`src/rtl/atag_pkg.sv`:
```
package atag_pkg;
  localparam int DATA_W = 64;
  localparam int CHK_W  = 8;
  localparam int ATTR_W = 4;
  localparam int NCOL   = DATA_W + ATTR_W;
  localparam int NPOS   = DATA_W + CHK_W + ATTR_W;
  localparam int IDX_W  = $clog2(NPOS);

  typedef logic [NCOL-1:0][CHK_W-1:0] colTable_t;

  typedef struct packed {
    logic capture;
  } ctrl_t;

  typedef enum logic [3:0] {
    ST_OK    = 4'b0001,
    ST_CORR  = 4'b0010,
    ST_ATTR  = 4'b0100,
    ST_UNREC = 4'b1000
  } status_e;

  // Odd-weight vectors of weight three or more, ascending numeric order.
  function automatic colTable_t buildCols();
    colTable_t tbl = '0;
    int n = 0;
    for (int v = 0; v < (1 << CHK_W); v++) begin
      logic [CHK_W-1:0] c;
      int w;
      c = CHK_W'(v);
      w = $countones(c);
      if ((w % 2 == 1) && (w >= 3) && (n < NCOL)) begin
        tbl[n] = c;
        n++;
      end
    end
    return tbl;
  endfunction

  localparam colTable_t COLS = buildCols();
endpackage

```
`src/rtl/atag_ctrl.sv`:
```
module atag_ctrl
  import atag_pkg::*;
(
  input  logic  clk,
  input  logic  rstN,
  input  logic  rdValid,
  output ctrl_t ctrl,
  output logic  outValid
);
  logic validQ;

  always_comb ctrl.capture = rdValid;

  always_ff @(posedge clk or negedge rstN) begin
    if (!rstN) validQ <= 1'b0;
    else       validQ <= rdValid;
  end

  assign outValid = validQ;
endmodule

```
`src/rtl/atag_datapath.sv`:
```
module atag_datapath
  import atag_pkg::*;
(
  input  logic              clk,
  input  logic              rstN,
  input  ctrl_t             ctrl,
  input  logic [DATA_W-1:0] encData,
  input  logic [ATTR_W-1:0] encAttr,
  output logic [CHK_W-1:0]  encCheck,
  input  logic [DATA_W-1:0] rdData,
  input  logic [CHK_W-1:0]  rdCheck,
  input  logic [ATTR_W-1:0] rdAttr,
  output logic [3:0]        status,
  output logic [DATA_W-1:0] corrData,
  output logic [IDX_W-1:0]  errIndex
);
  logic [DATA_W-1:0] dataQ;
  logic [CHK_W-1:0]  chkQ;
  logic [ATTR_W-1:0] attrQ;
  logic [CHK_W-1:0]  syndrome;
  status_e           stNext;

  function automatic logic [CHK_W-1:0] genCheck(logic [DATA_W-1:0] d,
                                                logic [ATTR_W-1:0] a);
    logic [CHK_W-1:0] s = '0;
    for (int i = 0; i < DATA_W; i++)
      if (d[i]) s ^= COLS[i];
    for (int j = 0; j < ATTR_W; j++)
      if (a[j]) s ^= COLS[DATA_W+j];
    return s;
  endfunction

  always_ff @(posedge clk or negedge rstN) begin
    if (!rstN) begin
      dataQ <= '0;
      chkQ  <= '0;
      attrQ <= '0;
    end else if (ctrl.capture) begin
      dataQ <= rdData;
      chkQ  <= rdCheck;
      attrQ <= rdAttr;
    end
  end

  assign encCheck = genCheck(encData, encAttr);
  assign syndrome = chkQ ^ genCheck(dataQ, attrQ);

  always_comb begin
    stNext   = ST_UNREC;
    corrData = dataQ;
    errIndex = '0;
    if (syndrome == '0) begin
      stNext = ST_OK;
    end else if (^syndrome) begin
      for (int i = 0; i < DATA_W; i++) begin
        if (syndrome == COLS[i]) begin
          stNext      = ST_CORR;
          corrData[i] = ~dataQ[i];
          errIndex    = IDX_W'(i);
        end
      end
      for (int j = 0; j < CHK_W; j++) begin
        if (syndrome == (CHK_W'(1) << j)) begin
          stNext   = ST_CORR;
          errIndex = IDX_W'(DATA_W + j);
        end
      end
      for (int j = 0; j < ATTR_W; j++) begin
        if (syndrome == COLS[DATA_W+j]) begin
          stNext   = ST_ATTR;
          errIndex = IDX_W'(DATA_W + CHK_W + j);
        end
      end
    end
  end

  assign status = stNext;
endmodule

```
`src/rtl/atag_codec.sv`:
```
module atag_codec
  import atag_pkg::*;
(
  input  logic              clk,
  input  logic              rstN,
  input  logic [DATA_W-1:0] encData,
  input  logic [ATTR_W-1:0] encAttr,
  output logic [CHK_W-1:0]  encCheck,
  input  logic              rdValid,
  input  logic [DATA_W-1:0] rdData,
  input  logic [CHK_W-1:0]  rdCheck,
  input  logic [ATTR_W-1:0] rdAttr,
  output logic              outValid,
  output logic [3:0]        status,
  output logic [DATA_W-1:0] corrData,
  output logic [IDX_W-1:0]  errIndex
);
  ctrl_t ctrl;

  atag_ctrl u_ctrl (
    .clk      (clk),
    .rstN     (rstN),
    .rdValid  (rdValid),
    .ctrl     (ctrl),
    .outValid (outValid)
  );

  atag_datapath u_dp (
    .clk      (clk),
    .rstN     (rstN),
    .ctrl     (ctrl),
    .encData  (encData),
    .encAttr  (encAttr),
    .encCheck (encCheck),
    .rdData   (rdData),
    .rdCheck  (rdCheck),
    .rdAttr   (rdAttr),
    .status   (status),
    .corrData (corrData),
    .errIndex (errIndex)
  );
endmodule

```
`config.mk`:
```
export PLATFORM = sky130hd
export DESIGN_NAME = atag_codec
export DESIGN_NICKNAME = d
export VERILOG_FILES = /design/src/rtl/atag_pkg.sv /design/src/rtl/atag_ctrl.sv /design/src/rtl/atag_datapath.sv /design/src/rtl/atag_codec.sv
export SDC_FILE = /design/constraint.sdc
export NUM_CORES = 1
export LEC_CHECK = 0
export ABC_AREA = 1
export BUFFER_PORTS_ARGS = -buffer_cell sky130_fd_sc_hd__buf_2
export CORE_MARGIN = 3
export CORE_UTILIZATION = 50
export CTS_BUF_LIST = sky130_fd_sc_hd__clkbuf_8
export DETAILED_ROUTE_END_ITERATION = 6
export HOLD_SLACK_MARGIN = 0.12
export PLACE_DENSITY = 0.78
export RECOVER_POWER = 100
export SLEW_MARGIN = 20
export SYNTH_ARGS = -nofsm -noshare
export SYNTH_HDL_FRONTEND = slang
export SYNTH_HIERARCHICAL = 1
export SYNTH_SLANG_ARGS = --single-unit
```
`constraint.sdc`:
```
create_clock -name clk -period 7.3 [get_ports clk]
set_input_delay 1.46 -clock clk [delete_from_list [all_inputs] [get_ports clk]]
set_output_delay 1.46 -clock clk [all_outputs]
set_load 0.005 [all_outputs]
```
==> flow_summary.ini, run 1 <==
[clock_network]
ctsHoldBuffers = 0
cts_tree = built
cts.path.max_buffers = 2
h-tree-depth = 3
cts_buffers = 9
cts.clk_slew.worst_paths_ps = 100
cts.sinks = 77
root_buffer = clkbuf_8
clkLatencyLatePin_ps = 370

[critical_path]
crit_path_end_kind = output pin
arrival_ps = 7120
cp_max_fo = 3
slowest_delay_ps = 420
crit_top_cell = nand2_1
path_class = reg -> out
cp_slowest_cell = dfrtp_1
reg2reg_depth = 4
r2r-start = u_dp/dataQ[58]
cp-start-kind = register
critical_path.startpoint = u_dp/dataQ[57]
cp.required_ps = 5840

[detailed_routing]
wl_mm = 34.3
final_antenna_net_count = 0
drc_errors = 0
top_layer = met4
first_pass_iters = 6
wl_met3_mm = 2.20
drt_first_iter_violations = 691
routedWlPerCell_um = 16.3
wl_met2_mm = 16.4
vias = 10400
wl_met1_mm = 14.5
drt-vias-per-instance = 4.93

[place]
postPlaceCellArea_um2 = 12500
io_buffers = 230
routabilityCongestion = 0.991
hpwl_mm = 29.2

[logic_synthesis]
synth_edf_count = 0
ys_ff_latch = 77
synth.avg_cell_area_um2 = 6.85
ys_async_sr_fraction_pct = 100
synth_area_leaders = xnor2_1, xor2_1, dfrtp_1, nand2_1, inv_1
synth.most_common_cell = nand2_1
synth_cells = 1499
yosysTopAreaCellShare_pct = 20.5
synth_top_flop_cell = dfrtp_1
synth.distinct_cells = 39
synth_warnings = 6
ys_seq_area_share_pct = 18.8
syn-cell-area_um2 = 10300
mappedNetlistNets = 1657
yosysTopAreaCell = xnor2_1
synthTopCellsByCount = nand2_1, xnor2_1, xor2_1

[hold_path]
holdPathStages = 1
hp-class = reg -> reg
worstHoldStart = u_dp/chkQ[2]

[run_status]
violations = max-capacitance violations, max-slew violations, negative setup slack
status = complete, but fails checks

[flow_run]
cap_viol_max_count = 3

[sta]
finalCritPeriodShare_pct = 118
rsz0062_at_grt = true
setup_slack_ps = -1280
skew_ps = 0
hold_viol = 0
maxSlewHeadroom_pct = -90.1
fmax_mhz = 117
setup_viol = 2
finalMaxSlewViolations = 189
worst_slew_pin_slew_ps = 2850
min_period_ps = 8580

[finish]
synthToLayoutAreaGrowth_pct = 24.2
final_core_utilization_pct = 64.3
fillers = 1840
insertedDiodeCount = 0
final_nets = 1991
fin_area_um2 = 12800
drive_gt1_share_pct = 23.4

[global_route]
track_usage_pct = 30.5
gr-total-overflow = 0
grt_first_pass_wirelength_mm = 53.2
grt_antenna_before_repair = 0
grt_max_degree = 79
first_global_vias = 10200

[floorplan]
die_h_um = 149
coreArea_um2 = 19800
pin_count = 231
fp-row-count = 51
start_util_pct = 51.7
die_w_um = 149
die_area_um2 = 22300
[layer usage]
metal | GRT usage, % | vias up
met5 | 0 | -
met4 | 10.8 | 0
met3 | 3.56 | 74
met2 | 52.1 | 395
met1 | 40.0 | 4774
li1 | - | 5131
[per-stage QoR]
step	worst slack (ps)	hold slack (ps)	instances	setup TNS, ps
after floorplan	-274	501	1499	-274
after global placement	-839	514	2078	-839
after detailed placement	-951	525	2078	-954
after CTS	-1190	546	2100	-1490
after global routing	-2280	566	2103	-3190
final	-1280	545	2103	-1560
[area by class of cell]
cell class	count	area [um2]	area share, %
timing repair buffer	385	2220	17.4
clock buffer	9	124	0.971
sequential	77	1930	15.1
inverter	177	671	5.26
clock inverter	7	76.3	0.598
multi-input combinational	1183	7410	58.0
tap	265	332	2.60
[state kept, by name, indices dropped and copies added, names as in the netlist]
signal / count
u_dp/dataQ: 64
u_dp/chkQ: 8
u_dp/attrQ: 4
u_ctrl/outValid: 1
[placed cells by master (no fill, tap or decap), drive strengths merged]
cell type / netlist / routed
buf: 28 / 307
a21oi: 10 / 10
nor2: 131 / 131
xor2: 223 / 223
clkinv: 2 / 5
mux2: 21 / 21
nor3: 4 / 4
a31o: 1 / 1
nand3b: 2 / 2
nand2: 421 / 421
nor3b: 1 / 1
dfrtp: 77 / 77
or2: 1 / 1
o211ai: 1 / 1
o21ai: 66 / 66
nor4: 3 / 3
a21boi: 1 / 1
nand4: 6 / 6
inv: 175 / 179
clkbuf: 34 / 87
nand3: 36 / 36
xnor2: 241 / 241
ha: 11 / 11
a31oi: 3 / 3
[critical path: cells and delay by family (launching register included)]
| kind | cells | cell delay, ps |
|---|---|---|
| and+or+nand+nor | 72 | 3680 |
| xor gates and xnor gates | 11 | 2060 |
| DFF | 1 | 420 |
| buffers and inverters | 3 | 340 |
| adders and majority gates | 1 | 150 |
| AOI/OAI and AO/OA | 1 | 100 |
[worst paths after layout]
kind	endpoint	slack [ps]
setup / recovery	errIndex[0]	-1280
hold / removal	u_dp/chkQ[2]	550
setup reg to reg	u_dp/dataQ[58]	6140
hold reg to reg	u_dp/chkQ[2]	550
max in group asynchronous	u_dp/dataQ[18]	2600
min in group asynchronous	u_ctrl/outValid	1370
[timing repair]
item                                    CTS  global route
endpoints found under the setup margin    2             4
buffers inserted                          6             2
pin swaps                                23            13
gates resized for setup                   9             4
[logic make-up (layout without fill, tap and decap cells)]
kind of cell             after synthesis  count (layout)  synth area share (%)
AO/OA/AOI/OAI                         82              82                  4.15
XOR/XNOR                             464             464                  39.7
adder cells (fa/ha/maj)               11              11                  1.34
buffers and inverters                239             578                  9.67
flip-flops                            77              77                  18.8
multiplexers                          21              21                  2.30
AND/OR/NAND/NOR                      605             605                  24.0
Power of run 1 is left out: the tool's default activity adds up to more than one toggle a clock period on the data nets, which glitch-free logic cannot reach.
==> run 2: changes to the inputs <==
- TNS_END_PERCENT: unset -> 30
==> run 2 against run 1 <==
  * The run still ends with max-capacitance violations, max-slew violations, negative setup slack left
  * Hold slack hardly changed
  * Flip-flop and latch count stayed put
  * Via count is 0.11% lower
  * Critical path depth stayed put
  * Register-to-register slack hardly changed
  * Routed wire length is 0.14% lower
  * Clock-buffer cell count stayed put
  * Maximum frequency hardly changed
  * Design area is 0.17% lower
  * Largest cell class unchanged
  * Highest routed layer unchanged
==> flow_summary.ini, run 2 (synthesized netlist as in run 1, its figures left out) <==
[floorplan]
start_util_pct = 51.7
die_w_um = 149
die_h_um = 149
fp-row-count = 51
coreArea_um2 = 19800
pin_count = 231
die_area_um2 = 22300

[critical_path]
arrival_ps = 7120
reg2reg_setup_slack_ps = 6140
crit_top_cell = nand2_1
cp_slowest_cell = dfrtp_1
cp.required_ps = 5840
crit_path_end_kind = output pin
cp_max_fo = 3
path_class = reg -> out
cp-start-kind = register
slowest_delay_ps = 420

[finish]
register_area_um2 = 1930
final_cell_mix = nand2_1, xnor2_1, xor2_1
largest_register_ffs = 64
reg_top3 = u_dp/dataQ (64), u_dp/chkQ (8), u_dp/attrQ (4)
drive_gt1_share_pct = 23.1
final_cells = 2103
largest-register = u_dp/dataQ
multiInputGateArea_um2 = 7390
insertedDiodeCount = 0
fillers = 1837
synthToLayoutAreaGrowth_pct = 24.0
final_nets = 1991
final_common_cell = nand2_1

[run_status]
violations = max-capacitance violations, max-slew violations, negative setup slack
status = complete, but fails checks

[sta]
min_period_ps = 8580
skew_ps = 0
fmax_mhz = 117
finalCritPeriodShare_pct = 118
finalMaxSlewViolations = 189
setup_viol = 2
setup_slack_ps = -1280
holdWs_ps = 545
worst_slew_pin_slew_ps = 2880
hold_viol = 0
maxSlewHeadroom_pct = -92.3
rsz0062_at_grt = true

[detailed_routing]
routedWlPerCell_um = 16.3
vias = 10400
wl_mm = 34.2
final_antenna_net_count = 0
first_pass_iters = 5
drt-vias-per-instance = 4.93
drt_first_iter_violations = 685
drc_errors = 0

[place]
dp_slack_ps = -951
io_buffers = 230
hpwl_mm = 29.2
place_inst = 2078
routabilityCongestion = 0.991

[clock_network]
cts.sinks = 77
cts.path.max_buffers = 2
h-tree-depth = 3
ctsHoldBuffers = 0
cts_buffers = 9
cts.clk_slew.worst_paths_ps = 100
cts_tree = built
clkLatencyLatePin_ps = 370
root_buffer = clkbuf_8

[global_route]
first_global_vias = 10100
grt_max_degree = 79
gr-total-overflow = 0
grt_first_pass_wirelength_mm = 53.2
grt_antenna_before_repair = 0
track_usage_pct = 30.5

[hold_path]
hp-class = reg -> reg

[flow_run]
cap_viol_max_count = 3
run 2: worst max-delay path, delay by kind of cell (launching register included):
| family | cells | cell delay (ps) |
|---|---|---|
| simple gates | 72 | 3660 |
| xor+xnor | 11 | 2040 |
| flops | 1 | 420 |
| buf+inv | 3 | 340 |
| fa+ha+maj | 1 | 150 |
| compound gates | 1 | 100 |
run 2: layout make-up:
type                            count  area share [%]
Multi-Input combinational cell   1183            58.0
Timing Repair Buffer              385            17.4
Clock inverter                      7           0.599
Tap cell                          265            2.60
Clock buffer                        9           0.972
Sequential cell                    77            15.1
Inverter                          177            5.26
run 2: routing by layer:
layer,vias up,track usage [%],wire [um]
met5,-,0,0
li1,5139,-,-
met3,76,3.56,2210
met4,0,10.8,1200
met1,4743,40.0,14500
met2,405,51.9,16400
run 2: path summary, 6_finish.rpt:
path / from / endpoint / cells past startpoint
setup / recovery: u_dp/dataQ[57] / errIndex[0] / 88
hold / removal: u_dp/chkQ[2] / u_dp/chkQ[2] / 1
setup reg to reg: u_dp/dataQ[58] / u_dp/dataQ[58] / 4
hold reg to reg: u_dp/chkQ[2] / u_dp/chkQ[2] / 1
max in group asynchronous: rstN / u_dp/dataQ[20] / 2
min in group asynchronous: rstN / u_dp/dataQ[43] / 1
run 2: what timing repair did:
item,4_1_cts,5_1_grt
pin swaps,12,14
setup endpoints to repair,2,4
gates resized for setup,2,4
buffers inserted,6,2
run 2: through the flow:
step	instance area, um2	utilization [%]	TNS, ps
CTS	12800	64.5	-1450
global route	12700	64.2	-3090
global placement	12500	63.2	-839
floorplan	10300	-	-274
detailed placement	12500	63.2	-954
finish	12700	64.2	-1510
Power of run 2 is left out for the same reason.
